`src/rtl/bypass_pkg.sv`:
```
package bypass_pkg;

  // Operand source chosen for one read port
  typedef enum logic [1:0] {
    SEL_RF    = 2'd0,
    SEL_LIVE  = 2'd1,
    SEL_YOUNG = 2'd2,
    SEL_OLD   = 2'd3
  } srcSel_e;

  // Strobes from control to the history datapath
  typedef struct packed {
    logic shiftIn;   // push the live result into the younger slot
    logic clearAll;  // drop both valid bits
  } histStrobe_t;

endpackage

```
`src/rtl/bypass_ctrl.sv`:
```
module bypass_ctrl
  import bypass_pkg::*;
#(
  parameter int REG_W  = 5,
  parameter int NUM_RD = 2
) (
  input  logic                         resValid,
  input  logic                         flush,
  input  logic [REG_W-1:0]             resDest,
  input  logic [NUM_RD-1:0][REG_W-1:0] srcReg,
  input  logic                         youngValid,
  input  logic [REG_W-1:0]             youngDest,
  input  logic                         oldValid,
  input  logic [REG_W-1:0]             oldDest,
  output histStrobe_t                  strobe,
  output srcSel_e                      sel [NUM_RD]
);

  localparam logic [REG_W-1:0] ZERO_REG = '0;

  // History update: a flush wins over an insertion in the same cycle
  always_comb begin
    strobe.clearAll = flush;
    strobe.shiftIn  = resValid && !flush;
  end

  // Per-port priority: live result, then younger slot, then older slot
  for (genvar p = 0; p < NUM_RD; p++) begin : g_port
    logic isZero, hitLive, hitYoung, hitOld;
    always_comb begin
      isZero   = (srcReg[p] == ZERO_REG);
      hitLive  = resValid   && (resDest   == srcReg[p]);
      hitYoung = youngValid && (youngDest == srcReg[p]);
      hitOld   = oldValid   && (oldDest   == srcReg[p]);
      if (isZero)        sel[p] = SEL_RF;
      else if (hitLive)  sel[p] = SEL_LIVE;
      else if (hitYoung) sel[p] = SEL_YOUNG;
      else if (hitOld)   sel[p] = SEL_OLD;
      else               sel[p] = SEL_RF;
    end
  end

endmodule

```
`src/rtl/bypass_data.sv`:
```
module bypass_data
  import bypass_pkg::*;
#(
  parameter int DATA_W = 32,
  parameter int REG_W  = 5,
  parameter int NUM_RD = 2
) (
  input  logic                          clk,
  input  logic                          rst_n,
  input  histStrobe_t                   strobe,
  input  logic [REG_W-1:0]              resDest,
  input  logic [DATA_W-1:0]             resValue,
  input  srcSel_e                       sel [NUM_RD],
  input  logic [NUM_RD-1:0][DATA_W-1:0] rfData,
  output logic [NUM_RD-1:0][DATA_W-1:0] opOut,
  output logic                          youngValid,
  output logic [REG_W-1:0]              youngDest,
  output logic                          oldValid,
  output logic [REG_W-1:0]              oldDest
);

  logic [DATA_W-1:0] youngValue, oldValue;

  // Valid bits: cleared by reset or flush, shifted on insertion
  always_ff @(posedge clk or negedge rst_n) begin
    if (!rst_n) begin
      youngValid <= 1'b0;
      oldValid   <= 1'b0;
    end else if (strobe.clearAll) begin
      youngValid <= 1'b0;
      oldValid   <= 1'b0;
    end else if (strobe.shiftIn) begin
      oldValid   <= youngValid;
      youngValid <= 1'b1;
    end
  end

  // Tags and values carry no reset: they are qualified by the valid bits
  always_ff @(posedge clk) begin
    if (strobe.shiftIn) begin
      oldDest    <= youngDest;
      oldValue   <= youngValue;
      youngDest  <= resDest;
      youngValue <= resValue;
    end
  end

  for (genvar p = 0; p < NUM_RD; p++) begin : g_mux
    always_comb begin
      unique case (sel[p])
        SEL_LIVE:  opOut[p] = resValue;
        SEL_YOUNG: opOut[p] = youngValue;
        SEL_OLD:   opOut[p] = oldValue;
        default:   opOut[p] = rfData[p];
      endcase
    end
  end

endmodule

```
`src/rtl/result_bypass.sv`:
```
module result_bypass
  import bypass_pkg::*;
#(
  parameter int DATA_W = 32,
  parameter int REG_W  = 5
) (
  input  logic              clk,
  input  logic              rst_n,
  input  logic              flush,
  input  logic [REG_W-1:0]  srcRegA,
  input  logic [DATA_W-1:0] rfDataA,
  input  logic [REG_W-1:0]  srcRegB,
  input  logic [DATA_W-1:0] rfDataB,
  input  logic              resValid,
  input  logic [REG_W-1:0]  resDest,
  input  logic [DATA_W-1:0] resValue,
  output logic [DATA_W-1:0] opA,
  output logic [DATA_W-1:0] opB
);

  localparam int NUM_RD = 2;

  histStrobe_t                   strobe;
  srcSel_e                       sel [NUM_RD];
  logic [NUM_RD-1:0][REG_W-1:0]  srcReg;
  logic [NUM_RD-1:0][DATA_W-1:0] rfData, opOut;
  logic                          youngValid, oldValid;
  logic [REG_W-1:0]              youngDest, oldDest;

  assign srcReg = {srcRegB, srcRegA};
  assign rfData = {rfDataB, rfDataA};
  assign opA    = opOut[0];
  assign opB    = opOut[1];

  bypass_ctrl #(.REG_W(REG_W), .NUM_RD(NUM_RD)) u_ctrl (
    .resValid  (resValid),
    .flush     (flush),
    .resDest   (resDest),
    .srcReg    (srcReg),
    .youngValid(youngValid),
    .youngDest (youngDest),
    .oldValid  (oldValid),
    .oldDest   (oldDest),
    .strobe    (strobe),
    .sel       (sel)
  );

  bypass_data #(.DATA_W(DATA_W), .REG_W(REG_W), .NUM_RD(NUM_RD)) u_data (
    .clk       (clk),
    .rst_n     (rst_n),
    .strobe    (strobe),
    .resDest   (resDest),
    .resValue  (resValue),
    .sel       (sel),
    .rfData    (rfData),
    .opOut     (opOut),
    .youngValid(youngValid),
    .youngDest (youngDest),
    .oldValid  (oldValid),
    .oldDest   (oldDest)
  );

endmodule

```
`config.mk`:
```
export PLATFORM = sky130hd
export DESIGN_NAME = result_bypass
export DESIGN_NICKNAME = d
export VERILOG_FILES = /design/src/rtl/bypass_pkg.sv /design/src/rtl/bypass_ctrl.sv /design/src/rtl/bypass_data.sv /design/src/rtl/result_bypass.sv
export SDC_FILE = /design/constraint.sdc
export NUM_CORES = 1
export LEC_CHECK = 0
export BUFFER_PORTS_ARGS = -buffer_cell sky130_fd_sc_hd__buf_2
export CAP_MARGIN = 20
export CORE_UTILIZATION = 49
export DETAILED_ROUTE_END_ITERATION = 8
export HOLD_SLACK_MARGIN = 0.12
export PLACE_DENSITY = 0.9
export SYNTH_ARGS = -nofsm -noshare
export SYNTH_HDL_FRONTEND = slang
export SYNTH_HIERARCHICAL = 1
export SYNTH_SLANG_ARGS = --single-unit
```
`constraint.sdc`:
```
create_clock -name clk -period 3.09 [get_ports clk]
set_clock_uncertainty 0.15 [all_clocks]
set_input_delay 0.4635 -clock clk [delete_from_list [all_inputs] [get_ports clk]]
set_output_delay 0.4635 -clock clk [all_outputs]
set_load 0.01 [all_outputs]
```
==> results of run 1 <==
final timing paths:
check | depth (start not counted) | endpoint | startpoint | slack, ns
max in group asynchronous | 2 | u_data/youngValid$_DFFE_PN0P_ | rst_n | 2.41
min in group asynchronous | 2 | u_data/oldValid$_DFFE_PN0P_ | rst_n | 0.29
min | 1 | u_data/youngValue[26]$_DFFE_PP_ | resValue[26] | 0.17
max reg2reg | 2 | u_data/oldValid$_DFFE_PN0P_ | u_data/oldValid$_DFFE_PN0P_ | 2.16
min reg2reg | 0 | u_data/oldValue[25]$_DFFE_PP_ | u_data/youngValue[25]$_DFFE_PP_ | 0.32
max | 9 | opB[25] | u_data/oldDest[1]$_DFFE_PP_ | -0.22
layer usage:
layer / part of all wire / vias to the layer above / global-route usage
met5: 0 / - / 0
met4: 0.015 / 0 / 0.08840
met3: 0.070 / 14 / 0.05202
met2: 0.53 / 178 / 0.4085
met1: 0.39 / 1610 / 0.3267
li1: - / 1373 / -
registers in the layout, indices dropped and copies added, names as in the netlist:
register           flops
u_data/oldValid        1
u_data/youngValue     32
u_data/oldDest         5
u_data/youngValid      1
u_data/youngDest       5
u_data/oldValue       32
critical path, stage by stage (launching register included):
cell,delay [ns]
edfxtp_1,0.42
buf_4,0.16
xor2_1,0.16
nor4_2,0.23
and4_1,0.27
a21bo_4,0.22
buf_6,0.12
buf_12,0.12
mux4_2,0.52
buf_6,0.15
cell usage in the layout (no fill, tap or decap), types with 3 or more instances in the layout:
cell type  instances
mux4_2            62
nor2_1             5
clkbuf_8           9
buf_4             10
buf_12            11
edfxtp_1          74
buf_16             8
nor4_1             3
nor4_2             3
xnor2_1            6
xor2_1            24
clkbuf_16          3
buf_6             27
nand3_1            3
buf_2            156
what timing repair did:
action	CTS	global route
gates cloned	7	3
pin swaps	9	2
hold endpoints to repair	2	0
hold buffers	1	0
setup endpoints to repair	64	64
resized for setup	25	18
setup buffers	10	2
stage by stage:
stage | instances | worst slack, ns | TNS [ns] | hold slack (ns)
global placement | 503 | -0.07200 | -0.6068 | 0.09938
detailed placement | 503 | -0.09359 | -2.700 | 0.1029
floorplan | 216 | 0.008441 | 0 | 0.01791
finish | 541 | -0.2236 | -11.73 | 0.1727
global route | 541 | -0.3432 | -18.41 | 0.1547
CTS | 536 | -0.2131 | -11.66 | 0.1590
logic make-up (layout without fill, tap and decap cells):
family	Yosys count	after routing	share of synthesized area
flops	76	76	0.5178
buf+inv	15	232	0.04106
simple gates	26	26	0.03564
xor+xnor	30	30	0.05988
compound gates	4	4	0.01141
mux	65	65	0.3342
cell type report:
type,count,area (µm²)
Multi-Input combinational cell,125,1982
Clock inverter,6,80.08
Sequential cell,76,2272
Tap cell,108,135.1
Timing Repair Buffer,217,1700
Clock buffer,9,123.9
Fill cell,554,2385
power groups by stage:
| stage | registers [mW] | logic [mW] | clock network (mW) |
|---|---|---|---|
| after CTS | 1.23 | 0.401 | 0.808 |
| after global routing | 1.23 | 0.453 | 0.856 |
| final | 1.23 | 0.425 | 0.803 |
| after detailed placement | 1.25 | 0.367 | 0 |
| after floorplan | 1.24 | 0.194 | 0 |
| after global placement | 1.25 | 0.355 | 0 |
==> metrics.yaml, run 1 <==
timing:
  fmax_mhz: 301.8
  setup_viol: 64
  grt_setup_unrepaired: "true"
  finalCritPeriodShare: 1.072
  tightestPinTransition_ns: 0.5027
  post-route-min-period_ns: 3.314
  drv_slew: 0
  slew-limit-headroom: 0.6649
  fin_ws_ns: -0.2236
  hold_violations: 0
placement:
  placed_area_um2: 5459
  globalplace.congestion: 0.8874
  dp_hpwl_um: 7647
  port_buffers: 178
yosys:
  syn_area_um2: 4388
  yosysSeqAreaShare: 0.5178
  synthesis.nets: 331
  synth_most_common_cell: "edfxtp_1"
  synth_top_cell_by_area: "edfxtp_1"
  yosysTopAreaCellShare: 0.5064
  netlist_top_cells_area: "edfxtp_1 (51%), mux4_2 (31%), xor2_1 (4.8%)"
  synth_cell_types: 24
  synth_cells: 216
  async_reset_ff_frac: 0.02632
  synth_warnings: 6
  ys.flop_type: "edfxtp_1"
  synth_edf_count: 74
  synth_common_cells: "edfxtp_1 (74), mux4_2 (60), xor2_1 (24)"
  synth_seq_cells: 76
  synth.avg_cell_area_um2: 20.31
routing:
  wl_per_cell_um: 21.83
  antenna_left: 0
  vias: 3175
  drt-initial-drc-count: 177
  drt_drc_violations_left: 0
  drtPass1Iterations: 4
  viasPerCell: 5.869
  routed_wl_um: 11810
setup_path:
  arrival_ns: 2.70
  crit_path_end_kind: "primary output"
  cp_max_fo: 7
  cp.required_ns: 2.48
  startpoint_type: "register"
  criticalPathCategory: "reg -> out"
power_and_ir_drop:
  p_leak_nw: 2.389
  pwr-share-clk: 0.327
  p_per_area_nw_per_um2: 390.5
  finalPower_mw: 2.458
  switchingPower_uw: 577.4
  p_sw_frac: 0.2349
  p_seq_frac: 0.500
  p_comb_frac: 0.173
  peakVddDrop_mv: 0.2219
  power.internal_mw: 1.880
floorplan:
  fp.dieH_um: 96.63
  num_rows: 34
  coreArea_um2: 8678
  die_area_um2: 9337
  fp.dieW_um: 96.63
  ios: 179
  initial_utilization: 0.5056
run:
  max_cap_viol_count: 0
status:
  violations: "negative setup slack"
  status: "finished with violations"
finish:
  final_nets: 544
  final_layout_size_suffix_gt1_frac: 0.6952
  postLayoutCoreUtil: 0.7252
  antenna_cells: 0
  final_area_um2: 6294
  area_growth_pct: 43.43
clocking:
  cts.path.max_buffers: 2
  clk_latency_ns: 0.34
  cts_buffers: 9
  ctsHtreeMaxLevel: 3
  cts_sinks: 76
  root_buffer: "clkbuf_8"
  cts_tree: "yes"
  clkTransAtPathRegs_ns: 0.08
global_routing:
  grt_pass1_wl_um: 17440
  grt_pass1_vias: 3297
  overflow: 0
  grt_max_degree: 40
  grtUsageTotal: 0.2473
  antenna_found_initial: 0
hold_path:
  hold_class: "in -> reg"
(Power assumes the default switching activity.)
==> run 2, diff against run 1 <==
--- a/config.mk
+++ b/config.mk
@@ -7,7 +7,9 @@
 export LEC_CHECK = 0
 export BUFFER_PORTS_ARGS = -buffer_cell sky130_fd_sc_hd__buf_2
 export CAP_MARGIN = 20
-export CORE_UTILIZATION = 49
+export CELL_PAD_IN_SITES_DETAIL_PLACEMENT = 1
+export CELL_PAD_IN_SITES_GLOBAL_PLACEMENT = 2
+export CORE_UTILIZATION = 34
 export DETAILED_ROUTE_END_ITERATION = 8
 export HOLD_SLACK_MARGIN = 0.12
 export PLACE_DENSITY = 0.9
==> metrics.yaml, run 2 (synthesis gave the netlist of run 1 again) <==
floorplan:
  num_rows: 41
  initial_utilization: 0.3477
  fp.dieW_um: 115.6
  ios: 179
  die_area_um2: 13360
  fp.dieH_um: 115.6
  coreArea_um2: 12620
finish:
  final_nets: 537
  area_growth_pct: 46.28
  n_fill_cell: 1286
  final_layout_size_suffix_gt1_frac: 0.7096
  mostFrequentLayoutCells: "buf_2 (140), edfxtp_1 (74), mux4_2 (64), buf_6 (40), xor2_1 (22)"
  postLayoutCoreUtil: 0.5086
  top_regs: "u_data/oldValue x32, u_data/youngValue x32"
  layout_commonest_cell: "buf_2"
setup_path:
  path_buf_inv: 2
  crit_family: "simple AND/OR/NAND/NOR gates"
  r2r_start: "u_data/youngDest[0]$_DFFE_PP_"
  slowest_stage: "mux4_2"
  cp.depth: 7
  crit_path_max_incr_delay_ns: 0.54
  crit_start: "u_data/oldDest[3]$_DFFE_PP_"
  arrival_ns: 2.67
  cp.required_ns: 2.48
  cp_max_fo: 10
  criticalPathCategory: "reg -> out"
  startpoint_type: "register"
  crit_path_end_kind: "primary output"
  crit_chain: "xor2_2 > nor4_4 > and4_1 > a21bo_4 > buf_12 > mux4_2 > buf_6"
  rr_worst_depth: 1
hold_path:
  holdCritStartpoint: "resValue[2]"
  hold_class: "in -> reg"
  holdPathStages: 1
global_routing:
  grt_max_degree: 47
  grt_pass1_wl_um: 18100
  grt_pass1_vias: 3299
  grtUsageTotal: 0.1906
  overflow: 0
  antenna_found_initial: 1
timing:
  slew-limit-headroom: 0.6096
  drv_slew: 0
  finalCritPeriodShare: 1.062
  hold_violations: 0
  setup-tns-final_ns: -9.553
  fin_ws_ns: -0.1915
  setup_viol: 64
  fmax_mhz: 304.7
  grt_setup_unrepaired: "true"
  post-route-min-period_ns: 3.282
  tightestPinTransition_ns: 0.5856
power_and_ir_drop:
  p_leak_nw: 2.375
  switchingPower_uw: 649.8
  peakVddDrop_mv: 0.2366
  p_sw_frac: 0.2461
  finalPower_mw: 2.641
  p_seq_frac: 0.466
  p_per_area_nw_per_um2: 411.4
  p_comb_frac: 0.169
  power.internal_mw: 1.991
  pwr-share-clk: 0.365
clocking:
  cts_tree: "yes"
  cts_sinks: 76
  ctsHtreeMaxLevel: 3
  clkTransAtPathRegs_ns: 0.06
  clk_latency_ns: 0.34
  cts_buffers: 9
  root_buffer: "clkbuf_16"
  cts.path.max_buffers: 2
routing:
  top_layer: "met4"
  viasPerCell: 5.165
  wl_per_cell_um: 21.75
  drtPass1Iterations: 4
  antenna_left: 0
  met1_length_um: 5205
  drt-initial-drc-count: 110
  routed_wl_um: 13050
  vias: 3099
  detailroute.wirelength.met3_um: 628
  wl_met2_um: 7027
  drt_drc_violations_left: 0
placement:
  globalplace.congestion: 0.8334
  dp_hpwl_um: 8897
  port_buffers: 178
status:
  violations: "negative setup slack"
  status: "finished with violations"
run:
  max_cap_viol_count: 0
## run 2: cell types whose count changed in the layout (fill, tap and decap cells not counted), moves of 7 or more
cell / previous run / this run
clkbuf_16: 3 / 14
buf_6: 27 / 40
clkbuf_8: 9 / 0
buf_16: 8 / 1
buf_2: 156 / 140
## run 2: final timing paths
kind	end	slack, ns
worst max-delay path	opB[9]	-0.19
worst min-delay path	u_data/youngValue[2]$_DFFE_PP_	0.18
worst max register to register	u_data/oldDest[0]$_DFFE_PP_	2.12
worst min register to register	u_data/oldValue[0]$_DFFE_PP_	0.32
max in group asynchronous	u_data/oldValid$_DFFE_PN0P_	2.38
min in group asynchronous	u_data/youngValid$_DFFE_PN0P_	0.31
## run 2: layer usage
layer,up-vias,global-route usage
met5,-,0
met3,14,0.03923
li1,1363,-
met4,0,0.07359
met2,119,0.3429
met1,1603,0.2232
## run 2: power by group through the flow
stage / Clock, mW / Combinational (mW) / Sequential, mW
finish: 0.964 / 0.446 / 1.23
global route: 1.02 / 0.477 / 1.24
CTS: 0.986 / 0.414 / 1.23
detailed placement: 0 / 0.374 / 1.25
global placement: 0 / 0.364 / 1.24
floorplan: 0 / 0.194 / 1.24
## run 2: final cells by class
type	instances	area, µm²	share of cell area
Sequential cell	76	2272	0.3540
Multi-Input combinational cell	125	2022	0.3150
Timing Repair Buffer	210	1637	0.2550
Clock buffer	10	229.0	0.03567
Tap cell	172	215.2	0.03353
Clock inverter	6	41.29	0.006433
Antenna cell	1	2.502	0.0003899
## run 2: through the flow
stage / hold WS [ns] / setup slack [ns] / std cells / cell area (µm²)
6_report: 0.1754 / -0.1915 / 600 / 6419
5_1_grt: 0.1684 / -0.3308 / 599 / 6416
4_1_cts: 0.1603 / -0.2153 / 593 / 6143
3_5_place_dp: 0.1042 / -0.1608 / 565 / 5537
3_3_place_gp: 0.09871 / -0.06629 / 565 / 5537
2_1_floorplan: 0.01791 / 0.008441 / 216 / 4390
## run 2: repair_timing
item                                    4_1_cts  5_1_grt
cloned                                        4        5
hold buffers                                  1        0
buffers inserted                              7        4
gates resized for setup                      28       32
endpoints found under the setup margin       64       64
pin swaps                                    10        9
endpoints found under the hold margin         2        0
